## src/rtl/hs_seq_pkg.sv

```systemverilog
package hs_seq_pkg;
  localparam int MODE_W = 7;

  typedef enum logic [MODE_W-1:0] {
    M_SHDN  = 7'b0000001,
    M_DEB   = 7'b0000010,
    M_START = 7'b0000100,
    M_ON    = 7'b0001000,
    M_OC    = 7'b0010000,
    M_CF    = 7'b0100000,
    M_VF    = 7'b1000000
  } mode_t;
endpackage

```

## src/rtl/hs_sync2.sv

```systemverilog
module hs_sync2 #(
  parameter int W = 2,
  parameter logic [W-1:0] RST_VAL = '0
) (
  input  logic         clk,
  input  logic         rst,
  input  logic [W-1:0] d,
  output logic [W-1:0] q
);
  logic [W-1:0] stage1;

  always_ff @(posedge clk) begin
    if (rst) begin
      stage1 <= RST_VAL;
      q      <= RST_VAL;
    end else begin
      stage1 <= d;
      q      <= stage1;
    end
  end
endmodule

```

## src/rtl/hs_low_meter.sv

```systemverilog
module hs_low_meter #(
  parameter int MIN_CLKS = 12500
) (
  input  logic clk,
  input  logic rst,
  input  logic level,
  output logic long_low
);
  localparam int CW = $clog2(MIN_CLKS + 1);
  localparam logic [CW-1:0] LIM = CW'(MIN_CLKS);

  logic [CW-1:0] cnt;

  always_ff @(posedge clk) begin
    if (rst || level) cnt <= '0;
    else if (cnt != LIM) cnt <= cnt + 1'b1;
  end

  assign long_low = (cnt == LIM);

  // long-low may only be reported after the level was seen low
  assert_long_after_low_R9: assert property (@(posedge clk) disable iff (rst)
    long_low |-> $past(!level));
endmodule

```

## src/rtl/hs_ms_timer.sv

```systemverilog
module hs_ms_timer #(
  parameter int CW = 9
) (
  input  logic          clk,
  input  logic          rst,
  input  logic          clr,
  input  logic          run,
  input  logic          tick,
  input  logic [CW-1:0] limit,
  output logic          done
);
  logic [CW-1:0] cnt;

  assign done = run && tick && (cnt == (limit - CW'(1)));

  always_ff @(posedge clk) begin
    if (rst || clr || done) cnt <= '0;
    else if (run && tick)   cnt <= cnt + 1'b1;
  end

  assert_cnt_in_window_R3: assert property (@(posedge clk) disable iff (rst)
    cnt < limit);
endmodule

```

## src/rtl/hotswap_seq.sv

```systemverilog
module hotswap_seq
  import hs_seq_pkg::*;
#(
  parameter int DEBOUNCE_MS = 40,
  parameter int RETRY_MS    = 500,
  parameter int EN_LOW_CLKS = 12500,
  parameter bit AUTO_RETRY  = 1'b0
) (
  input  logic       clk,
  input  logic       rst,
  input  logic       ms_tick,
  input  logic       en_in,
  input  logic       uvlo_in,
  input  logic       vflt_in,
  input  logic       gate_lo_in,
  input  logic       gate_hi_in,
  input  logic       cb_trip_in,
  input  logic       tmr_full_in,
  input  logic       tmr_empty_in,
  output logic       gate_ramp,
  output logic       gate_pd,
  output logic       status_ok,
  output logic       low_pwr,
  output logic [6:0] mode
);
  localparam int MAXMS = (DEBOUNCE_MS > RETRY_MS) ? DEBOUNCE_MS : RETRY_MS;
  localparam int TCW   = $clog2(MAXMS + 1);
  localparam logic [TCW-1:0] DEB_L = TCW'(DEBOUNCE_MS);
  localparam logic [TCW-1:0] RET_L = TCW'(RETRY_MS);

  // synchronized asynchronous controls: bit0 enable, bit1 lockout
  logic [1:0] sy;
  logic en_s, uvlo_s;
  hs_sync2 #(.W(2), .RST_VAL(2'b10)) u_sync (
    .clk(clk), .rst(rst), .d({uvlo_in, en_in}), .q(sy));
  assign en_s   = sy[0];
  assign uvlo_s = sy[1];

  logic en_long;
  hs_low_meter #(.MIN_CLKS(EN_LOW_CLKS)) u_low (
    .clk(clk), .rst(rst), .level(en_s), .long_low(en_long));

  mode_t mode_q, mode_n;
  logic  status_q, ramp_q, pd_q, lowp_q;
  logic  kill_off, cf_release, tm_run, tm_clr, tm_done;
  logic  on_n, status_n, ramp_n, lowp_n;

  assign kill_off   = !en_s || uvlo_s;
  assign cf_release = en_long || uvlo_s;

  assign tm_run = ((mode_q == M_DEB) && !vflt_in && !kill_off) ||
                  (AUTO_RETRY && (mode_q == M_CF) && tmr_empty_in &&
                   !cf_release && !vflt_in);
  assign tm_clr = (mode_n != mode_q) ||
                  ((mode_q == M_DEB) && (kill_off || vflt_in));

  hs_ms_timer #(.CW(TCW)) u_tmr (
    .clk(clk), .rst(rst), .clr(tm_clr), .run(tm_run), .tick(ms_tick),
    .limit((mode_q == M_CF) ? RET_L : DEB_L), .done(tm_done));

  always_comb begin
    mode_n = mode_q;
    case (mode_q)
      M_SHDN: if (en_s && !uvlo_s) mode_n = M_DEB;
      M_DEB: begin
        if (kill_off) begin
          if (gate_lo_in) mode_n = M_SHDN;
        end else if (vflt_in) begin
          if (gate_lo_in) mode_n = M_VF;
        end else if (tm_done) mode_n = M_START;
      end
      M_START, M_ON, M_OC: begin
        if (kill_off || vflt_in)
          mode_n = gate_lo_in ? (kill_off ? M_SHDN : M_VF) : M_DEB;
        else if (tmr_full_in) mode_n = M_CF;
        else if (cb_trip_in)  mode_n = M_OC;
        else if ((mode_q == M_START) && gate_hi_in) mode_n = M_ON;
        else if (mode_q == M_OC) mode_n = status_q ? M_ON : M_START;
      end
      M_CF: begin
        if (cf_release) begin
          if (gate_lo_in) mode_n = M_SHDN;
        end else if (vflt_in) begin
          if (gate_lo_in) mode_n = M_VF;
        end else if (tm_done) mode_n = M_START;
      end
      M_VF: begin
        if (kill_off) begin
          if (gate_lo_in) mode_n = M_SHDN;
        end else if (!vflt_in) mode_n = M_DEB;
      end
      default: mode_n = M_SHDN;
    endcase
  end

  assign on_n     = (mode_n == M_START) || (mode_n == M_ON) || (mode_n == M_OC);
  assign ramp_n   = on_n && !kill_off && !vflt_in;
  assign status_n = !kill_off && !vflt_in &&
                    ((mode_n == M_ON) || ((mode_n == M_OC) && status_q));
  assign lowp_n   = !((mode_n == M_START) || (mode_n == M_OC) ||
                      ((mode_n == M_CF) && !tmr_empty_in));

  always_ff @(posedge clk) begin
    if (rst) begin
      mode_q   <= M_SHDN;
      status_q <= 1'b0;
      ramp_q   <= 1'b0;
      pd_q     <= 1'b1;
      lowp_q   <= 1'b1;
    end else begin
      mode_q   <= mode_n;
      status_q <= status_n;
      ramp_q   <= ramp_n;
      pd_q     <= !ramp_n;
      lowp_q   <= lowp_n;
    end
  end

  assign mode      = mode_q;
  assign status_ok = status_q;
  assign gate_ramp = ramp_q;
  assign gate_pd   = pd_q;
  assign low_pwr   = lowp_q;

  assert_mode_onehot_R2: assert property (@(posedge clk) disable iff (rst)
    $countones(mode_q) == 1);

  assert_status_in_on_modes_R5: assert property (@(posedge clk) disable iff (rst)
    status_q |-> ((mode_q == M_ON) || (mode_q == M_OC)));

  assert_no_ramp_after_disable_R6: assert property (@(posedge clk) disable iff (rst)
    !en_s |=> !ramp_q);

  assert_shdn_needs_gate_low_R6: assert property (@(posedge clk) disable iff (rst)
    ((mode_q == M_SHDN) && ($past(mode_q) != M_SHDN)) |-> $past(gate_lo_in));

  assert_cf_gate_off_R8: assert property (@(posedge clk) disable iff (rst)
    (mode_q == M_CF) |-> (!ramp_q && !status_q));

  assert_latch_holds_R9: assert property (@(posedge clk) disable iff (rst)
    (!AUTO_RETRY && (mode_q == M_CF) && !en_long && !uvlo_s)
      |=> ((mode_q == M_CF) || (mode_q == M_VF)));
endmodule

```

## config.mk

```make
export PLATFORM = sky130hd
export DESIGN_NAME = hotswap_seq
export DESIGN_NICKNAME = d
export VERILOG_FILES = /design/src/rtl/hs_seq_pkg.sv /design/src/rtl/hs_sync2.sv /design/src/rtl/hs_low_meter.sv /design/src/rtl/hs_ms_timer.sv /design/src/rtl/hotswap_seq.sv
export SDC_FILE = /design/constraint.sdc
export NUM_CORES = 1
export LEC_CHECK = 0
export BUFFER_PORTS_ARGS = -buffer_cell sky130_fd_sc_hd__buf_2
export CAP_MARGIN = 15
export CORE_UTILIZATION = 28
export CTS_CLUSTER_DIAMETER = 50
export DETAILED_ROUTE_END_ITERATION = 8
export GPL_ROUTABILITY_DRIVEN = 0
export PLACE_DENSITY = 0.5
export RECOVER_POWER = 50
export SKIP_LAST_GASP = 1
export SLEW_MARGIN = 30
export SYNTH_ARGS = -nofsm -noshare
export SYNTH_HDL_FRONTEND = slang
export SYNTH_HIERARCHICAL = 1
export SYNTH_SLANG_ARGS = --single-unit
```

## constraint.sdc

```tcl
create_clock -name clk -period 5.9 [get_ports clk]
set_input_delay 0.885 -clock clk [delete_from_list [all_inputs] [get_ports clk]]
set_output_delay 0.885 -clock clk [all_outputs]
set_load 0.01 [all_outputs]
```

# [Yosys cells after proc, flatten, opt, wreduce, memory -nomap -nowiden]
# Cells that the tools add are included.
[classes] add_sub_neg=3 eq_ne=15 muxes=19 reduce_logical=33
[op_table] op="two-way mux 7 bit" n=16
[op_table] op="case mux 7 bit (5 select lines)" n=1
[op_table] op="adder 14 x 1 -> 14 bit, second input constant" n=1
[op_table] op="equality test 14 bit, second input constant" n=1
[op_table] op="equality test 7 x 3 -> 1 bit, second input constant" n=2
[op_table] op="equality test 7 x 4 -> 1 bit, second input constant" n=2
[op_table] op="equality test 7 x 5 -> 1 bit, second input constant" n=2
[op_table] op="equality test 7 x 6 -> 1 bit, second input constant" n=2
[op_table] op="!= test 14 bit, second input constant" n=1
[op_table] op="logical AND 1 bit" n=13
[op_table] op="logical OR 1 bit" n=12
[op_table] op="adder 9 x 1 -> 9 bit, second input constant" n=1
[op_table] op="equality test 9 bit" n=1
[op_table] op="two-way mux 9 bit" n=1
[op_table] op="subtractor 9 x 1 -> 9 bit, second input constant" n=1
[op_table] op="equality test 7 x 1 -> 1 bit, second input constant" n=1
[op_table] op="equality test 7 x 2 -> 1 bit, second input constant" n=1
[op_table] op="equality test 7 bit, second input constant" n=1
[op_table] op="logical NOT 1 bit" n=7
[op_table] op="!= test 7 bit" n=1
[op_table] op="two-way mux 4 bit" n=1
[op_table] op="OR reduction 3 bit" n=1
[word_totals] register_bits=38 out_inout_bits=11

# [Depth between registers and ports, before layout]
# Gate-level depths: netlist of run 1.
[logic_depth] word_depth=16 ltp_mapped=15 ltp_nobuf=13

# [Cells and area by module]
# Netlist of run 1, hierarchy kept.
[by_module_without_submodules] mod="hotswap_seq" instances=1 cells_each=131 area_each_um2=996.0 seq_area_each_um2=220.2
[by_module_without_submodules] mod="hs_ms_timer" instances=1 cells_each=88 area_each_um2=726.9 seq_area_each_um2=180.2
[by_module_without_submodules] mod="hs_low_meter" instances=1 cells_each=83 area_each_um2=713.2 seq_area_each_um2=280.3
[by_module_without_submodules] mod="hs_sync2" instances=1 cells_each=8 area_each_um2=105.1 seq_area_each_um2=80.1

# [Worst setup path before layout of run 1]
# No wires, ideal clock.
[synth_timing] path_kind="reg-to-reg" startpoint="reg mode_q[3], in the netlist mode[3]" endpoint="reg u_tmr.cnt[0]" setup_time_ns=0.092 arrival_ns=4.154 required_time_ns=5.808 setup_slack_ns=1.654 path_stages_with_launch=15 path_buffers=1 path_cell_list="dfxtp_1 > or4_4 > nor4b_4 > nand2_1 > nor2_1 > nand2_1 > or4_1 > a2111oi_4 > nand2b_1 > a31oi_1 > o221a_2 > xnor2_1 > or4_1 > buf_1 > nor4_1"
[synth_via] elab_chain_cells=13
[synth_rtl] element="start: declaration" line_no="hotswap_seq.sv:43" rtl="mode_t mode_q, mode_n;"
[synth_rtl] element="start signal: assignment" line_no="hotswap_seq.sv:111" rtl="mode_q <= mode_n;"
[synth_rtl] element="equality test 7 x 2 -> 1 bit (*)" line_no="hotswap_seq.sv:51" rtl="assign tm_run = ((mode_q == M_DEB) && !vflt_in && !kill_off) ||"
[synth_rtl] element="logical AND 1 bit (*) (2 in a row)" line_no="hotswap_seq.sv:51"
[synth_rtl] element="named net tm_run" line_no="hotswap_seq.sv:45" rtl="logic kill_off, cf_release, tm_run, tm_clr, tm_done;"
[synth_rtl] element="logical AND 1 bit (*) (2 in a row)" line_no="hs_ms_timer.sv:14" rtl="assign done = run && tick && (cnt == (limit - CW'(1)));"
[synth_rtl] element="named net tm_done" line_no="hotswap_seq.sv:45"
[synth_rtl] element="two-way mux 7 bit (*)" line_no="hotswap_seq.sv:70, hotswap_seq.sv:85"
[synth_rtl] element="two-way mux 7 bit (*)" line_no="hotswap_seq.sv:83" rtl="end else if (vflt_in) begin"
[synth_rtl] element="two-way mux 7 bit (on tied branches)" line_no="hotswap_seq.sv:81, hotswap_seq.sv:66"
[synth_rtl] element="case mux 7 bit (5 select lines) (*)" line_no="hotswap_seq.sv:63" rtl="case (mode_q)"
[synth_rtl] element="!= test 7 bit (*)" line_no="hotswap_seq.sv:54" rtl="assign tm_clr = (mode_n != mode_q) ||"
[synth_rtl] element="logical OR 1 bit (*)" line_no="hotswap_seq.sv:54"
[synth_rtl] element="named net tm_clr" line_no="hotswap_seq.sv:45"
[synth_rtl] element="logical OR 1 bit (*) (2 in a row)" line_no="hs_ms_timer.sv:17" rtl="if (rst || clr || done) cnt <= '0;"
[synth_rtl] element="end signal: assignment" line_no="hs_ms_timer.sv:18" rtl="else if (run && tick) cnt <= cnt + 1'b1;"
[synth_rtl] element="end: declaration" line_no="hs_ms_timer.sv:12" rtl="logic [CW-1:0] cnt;"
# Mark *: on every way through the listed nets, which the timed path passes. The rest lies on a longest branch.
# A chain may end at the register's enable or synchronous reset.

# [Worst setup path after layout of run 1]
[layout_timing] startpoint="reg mode_q[2], in the netlist mode[2]" endpoint="reg u_tmr.cnt[8]"
# Same word-level chain as after synthesis.

==> out/metrics.cfg, run 1 <==
[global_route]
antenna_found_initial = 0
grtUsageTotal = 0.1292
grt_pass1_wl_um = 10220
overflow = 0
grt_pass1_vias = 2139
grt_max_degree = 28

[sta]
worst_pin_slew_ns = 1.266
slew_violations = 0
setup_violations = 0
relSlewSlack = 0.1561
finalCritPeriodShare = 0.8474
grt_setup_unrepaired = false
clock.fmax_ghz = 0.2000
fin_crit_ns = 5.000
finalHoldViolCount = 0
setup_tns_ns = 0
skew_ns = 0.007552
whs_ns = 0.4116

[route]
vias_per_cell = 5.122
drt_pass1_iterations = 4
antenna_left = 0
wirelength_um = 5894
drc = 0
routedWlPerCell_um = 13.27
vias = 2274
initialDrtViolationCount = 96

[cells_and_area]
antenna_cells = 0
nNetsFinal = 350
drive_gt1_frac = 0.1250
final_core_util = 0.3292
final_common_cell = dfxtp_1
nFillCells = 951
fin_area_mm2 = 0.002885
syn_to_final_growth_pct = 13.54
layout_common_cells = 38 x dfxtp_1, 23 x nand2_1, 21 x nor2_1

[worst_setup_path]
cpPeakStageDelay_ns = 0.66
critPathKind = flop to flop
cp.arrival_ns = 5.19
timing.critical_path.cells = or4_4 > nor4b_4 > nand2_1 > nor2_1 > nand2_1 > or4_1 > a2111oi_4 > nand2b_1 > a31oi_1 > o221a_2 > xnor2_1 > or4_1 > nor4_1
cp_max_fo = 13
cp-start-kind = flop
required_ns = 6.09
end_kind = flop
critPathSlowestCell = or4_1

[floorplanning]
die_w_um = 97.27
initial_core_util = 0.2900
ios = 22
rows = 34
die_height_um = 97.27
coreArea_mm2 = 0.008763
dieArea_mm2 = 0.009460

[yosys]
synth_edf_count = 0
yosys.area.top_type = dfxtp_1
yosys_warnings = 6
ys_seq_area_frac = 0.2994
syn-cell-area_mm2 = 0.002541
async_flop_share = 0
synth_seq_cells = 38
avgSynthCellArea_um2 = 8.197
synth_top_area_frac = 0.2994
yosys-top-cells-area = dfxtp_1 30%, xnor2_1 4.1%, nor4_1 3.7%, a21oi_1 3.5%, xor2_1 3.4%
ys.flop_type = dfxtp_1
synth_cells = 310
synth_cell_types = 61

[power_and_ir_drop]
vdd_drop_max_v = 0.0001260
p_total_uw = 566.9
powerDensity_mw_per_mm2 = 196.5
leakage_nw = 0.9912

[clock_network]
postCtsSetupBuffers = 0
cts_tree = yes
htreeDepth = 2
clk_pin_slew_ns = 0.08
cts-root-buf = clkbuf_8
ctsResizeCount = 0
clk_latency_ns = 0.29
cts_hold_buf = 0
numCtsBuffers = 5
cts.sinks = 38
cts_max_path_buffers = 2

[place]
dp_hpwl_um = 4251
place_area_mm2 = 0.002756
port-buffer-count = 21

[worst_hold_path]
hold_class = flop to flop

[flow_run]
drv_cap = 0

[status]
status = completed

[registers in the layout, summed over array words and instances (netlist names)]
name,cells
u_tmr/cnt,9
u_sync/q,2
mode,7
status_ok,1
gate_pd,1
gate_ramp,1
u_sync/stage1,2
low_pwr,1
u_low/cnt,14
[per-layer routing]
| metal | vias to the layer above | share of wire | routed length (um) | track usage |
|---|---|---|---|---|
| met2 | 36 | 0.45 | 2666 | 0.2048 |
| met4 | 0 | 0.0041 | 24 | 0.03054 |
| met1 | 1062 | 0.51 | 3011 | 0.1818 |
| met3 | 2 | 0.032 | 191 | 0.02302 |
| li1 | 1174 | - | - | - |
| met5 | - | 0 | 0 | 0 |
[power by group]
group / switching (mW) / internal [mW] / leakage (nW)
registers: 0.00321 / 0.259 / 0.308
logic: 0.0216 / 0.0141 / 0.615
clock network: 0.0993 / 0.170 / 0.0683
total: 0.124 / 0.443 / 0.991
[cell usage after synthesis (all sizes together) (7+ instances only)]
cell	instances
dfxtp	38
nand2	23
nor2	21
a21oi	18
nor4	17
inv	14
nand3	13
o21ai	12
xnor2	12
nor3	10
xor2	10
buf	9
or4	8
clkbuf	7
nand2b	7
o31ai	7
[logic make-up (layout without fill, tap and decap cells)]
logic type,Yosys count,in the layout,share of synthesized area
AO/OA/AOI/OAI,67,67,0.1915
XOR/XNOR,22,22,0.07582
adder cells (fa/ha/maj),4,4,0.01970
buffers and inverters,31,44,0.05318
flip-flops,38,38,0.2994
multiplexers,6,6,0.02363
other,2,15,0.002955
AND/OR/NAND/NOR,140,140,0.3338
[metrics by stage]
step / instances / worst slack [ns]
CTS: 444 / 0.8965
finish: 444 / 0.9005
floorplan: 323 / 1.654
global route: 444 / 0.4318
detailed placement: 436 / 0.9303
global placement: 436 / 1.130
[critical path, delay by kind of cell, from the launching register on]
family / cells / cell delay, ns
simple gates: 9 / 3.30
flops: 1 / 0.43
compound gates: 3 / 1.10
xor+xnor: 1 / 0.06
[area by class of cell]
| type | count | area, um^2 | share of cell area |
|---|---|---|---|
| Multi-Input combinational cell | 254 | 1694 | 0.5872 |
| Sequential cell | 38 | 760.7 | 0.2637 |
| Timing Repair Buffer | 21 | 96.34 | 0.03339 |
| Inverter | 15 | 61.31 | 0.02125 |
| Clock inverter | 3 | 68.82 | 0.02385 |
| Tap cell | 108 | 135.1 | 0.04683 |
| Clock buffer | 5 | 68.82 | 0.02385 |
[worst paths after layout]
path / start / end / slack, ns / cells past startpoint
max: mode[2]$_SDFF_PP0_ / u_tmr/cnt[8]$_SDFFE_PP0P_ / 0.90 / 13
max reg2reg: mode[2]$_SDFF_PP0_ / u_tmr/cnt[8]$_SDFFE_PP0P_ / 0.90 / 13
min: u_sync/stage1[1]$_SDFF_PP1_ / u_sync/q[1]$_SDFF_PP1_ / 0.41 / 1
min reg2reg: u_sync/stage1[1]$_SDFF_PP1_ / u_sync/q[1]$_SDFF_PP1_ / 0.41 / 1
(Power assumes the default switching activity.)
==> run 2, diff against run 1 <==
Settings changed: PLACE_DENSITY 0.5 to 0.51.
Clock period 5.9 ns to 4.1 ns, I/O delays scaled along.
==> out/metrics.cfg, run 2 (synthesis gave the netlist of run 1 again) <==
[worst_hold_path]
hold_class = flop to flop
min_to = u_sync/q[1]$_SDFF_PP1_
hold_depth = 1  ; unchanged
hold_path.startpoint = u_sync/stage1[1]$_SDFF_PP1_

[clock_network]
clk_pin_slew_ns = 0.07  ; about the same
cts-root-buf = clkbuf_8
cts.sinks = 38  ; unchanged
postCtsSetupBuffers = 0  ; unchanged
numCtsBuffers = 5  ; unchanged
cts_max_path_buffers = 2  ; unchanged
htreeDepth = 2  ; unchanged
cts_tree = yes
clk_latency_ns = 0.29  ; about the same

[route]
antenna_left = 0  ; unchanged
vias = 2291  ; +0.75%
drc = 0  ; unchanged
routedWlPerCell_um = 13.32  ; +0.32%
initialDrtViolationCount = 90  ; -6.3%
wirelength_um = 6046  ; +2.6%
drt_pass1_iterations = 4  ; unchanged
vias_per_cell = 5.046  ; -1.5%

[global_route]
grt_pass1_vias = 2102  ; -1.7%
grt_pass1_wl_um = 10420  ; +2.0%
overflow = 0  ; unchanged
grt_max_degree = 28  ; unchanged
antenna_found_initial = 0  ; unchanged
grtUsageTotal = 0.1338  ; +0.004575

[floorplanning]
dieArea_mm2 = 0.009460  ; unchanged
die_height_um = 97.27  ; unchanged
rows = 34  ; unchanged
initial_core_util = 0.2900  ; unchanged
coreArea_mm2 = 0.008763  ; unchanged
ios = 22  ; unchanged
die_w_um = 97.27  ; unchanged

[sta]
fin_crit_ns = 3.821  ; -1.179 ns
skew_ns = 0.005593  ; -0.001959 ns
relSlewSlack = 0.1855  ; +0.02934
setup_violations = 0  ; unchanged
finalCritPeriodShare = 0.9319  ; +0.08456
setup_slack_ns = 0.2791  ; -0.6214 ns
slew_violations = 0  ; unchanged
grt_setup_unrepaired = false
clock.fmax_ghz = 0.2617  ; +31%
worst_pin_slew_ns = 1.222  ; -0.04401 ns
setup_tns_ns = 0  ; unchanged
finalHoldViolCount = 0  ; unchanged

[cells_and_area]
layout_common_cells = 36 x dfxtp_1, 22 x nand2_1, 20 x nor2_1
syn_to_final_growth_pct = 15.17
nNetsFinal = 360  ; +2.9%
antenna_cells = 0  ; unchanged
fin_cells = 454  ; +2.3%
final_common_cell = dfxtp_1
largest_register_ffs = 14  ; unchanged
fin_area_mm2 = 0.002927  ; +1.4%
largest-register = u_low/cnt
drive_gt1_frac = 0.1618  ; +0.03685

[worst_setup_path]
required_ns = 4.29  ; -1.80 ns
end_kind = flop
cp_max_fo = 23  ; +10
critPathKind = flop to flop
reg2reg_depth = 13  ; unchanged
rrSetupSlack_ns = 0.28  ; -0.62 ns
r2r-end = u_tmr/cnt[0]$_SDFFE_PP0P_
cp-start-kind = flop
regToRegStartpoint = mode[5]$_SDFF_PP0_
cp.arrival_ns = 4.01  ; -1.18 ns

[place]
dp_hpwl_um = 4473  ; +5.2%
placedCellCount = 446  ; +2.3%
place_area_mm2 = 0.002855  ; +3.6%
port-buffer-count = 21  ; unchanged
dpl_worst_slack_ns = 0.1792  ; -0.7510 ns

[power_and_ir_drop]
p_total_uw = 681.2  ; +20%
vdd_drop_max_v = 0.0001404  ; +11%
leakage_nw = 1.009  ; +1.8%
powerDensity_mw_per_mm2 = 232.8  ; +18%

[status]
status = completed

[flow_run]
drv_cap = 0  ; unchanged

## run 2: cell count changes in the layout (fill, tap and decap cells not counted), moves of 2 or more
cell / before / now
bufinv_16: 2 / 0
dfxtp_2: 0 / 2
clkbuf_1: 7 / 11
or4_4: 2 / 4
or4_1: 5 / 3
buf_2: 14 / 16
buf_4: 0 / 5
dfxtp_1: 38 / 36
## run 2: how the worst max path moves through the flow
stage | startpoint | to | slack, ns | cells past startpoint
floorplan | mode[1]$_SDFF_PP0_ | u_tmr/cnt[0]$_SDFFE_PP0P_ | -0.07 | 14
global placement | mode[5]$_SDFF_PP0_ | u_tmr/cnt[4]$_SDFFE_PP0P_ | 0.26 | 13
CTS | mode[5]$_SDFF_PP0_ | u_tmr/cnt[0]$_SDFFE_PP0P_ | 0.16 | 13
global route | mode[5]$_SDFF_PP0_ | u_tmr/cnt[8]$_SDFFE_PP0P_ | 0.01 | 13
finish | mode[5]$_SDFF_PP0_ | u_tmr/cnt[0]$_SDFFE_PP0P_ | 0.28 | 13
detailed placement | mode[5]$_SDFF_PP0_ | u_tmr/cnt[0]$_SDFFE_PP0P_ | 0.18 | 13
## run 2: layout make-up
type | instances | area, um^2
Fill cell | 960 | 5837
Multi-Input combinational cell | 254 | 1718
Sequential cell | 38 | 763.2
Timing Repair Buffer | 31 | 155.1
Tap cell | 108 | 135.1
Clock buffer | 6 | 72.57
Inverter | 15 | 68.82
Clock inverter | 2 | 13.76
## run 2: metal layers
metal | GRT usage | up-vias | wire (um)
met3 | 0.03309 | 6 | 248
li1 | - | 1189 | -
met2 | 0.1950 | 38 | 2560
met5 | 0 | - | 0
met1 | 0.1969 | 1058 | 3179
met4 | 0.03054 | 0 | 58
## run 2: worst max-delay path: stages (launching register included)
cell and delay (ns):
dfxtp_1 0.38, or4b_4 0.49, or2_4 0.32, clkinv_8 0.13, nor3_2 0.05, xnor2_1 0.12
or4_4 0.52, a2111oi_4 0.30, nand2b_1 0.12, a31oi_1 0.17, o221a_2 0.22, xnor2_1 0.07
or4_4 0.62, nor4_1 0.20
## run 2: where the power goes
group          leakage (nW)  internal (mW)  switching [mW]
Combinational         0.655         0.0213          0.0327
Clock                0.0452          0.120           0.130
Sequential            0.309          0.373         0.00373
Total                  1.01          0.514           0.167
## run 2: per-stage QoR
step	hold WS, ns	utilization
6_report	0.4041	0.3340
5_1_grt	0.4292	0.3340
4_1_cts	0.4042	0.3357
3_5_place_dp	0.3871	0.3258
3_3_place_gp	0.3909	0.3258
2_1_floorplan	0.3832	-
## run 2: what timing repair did
action | CTS | global route
resized for setup | 0 | 2
setup endpoints to repair | 0 | 9
hold buffers | 0 | 0
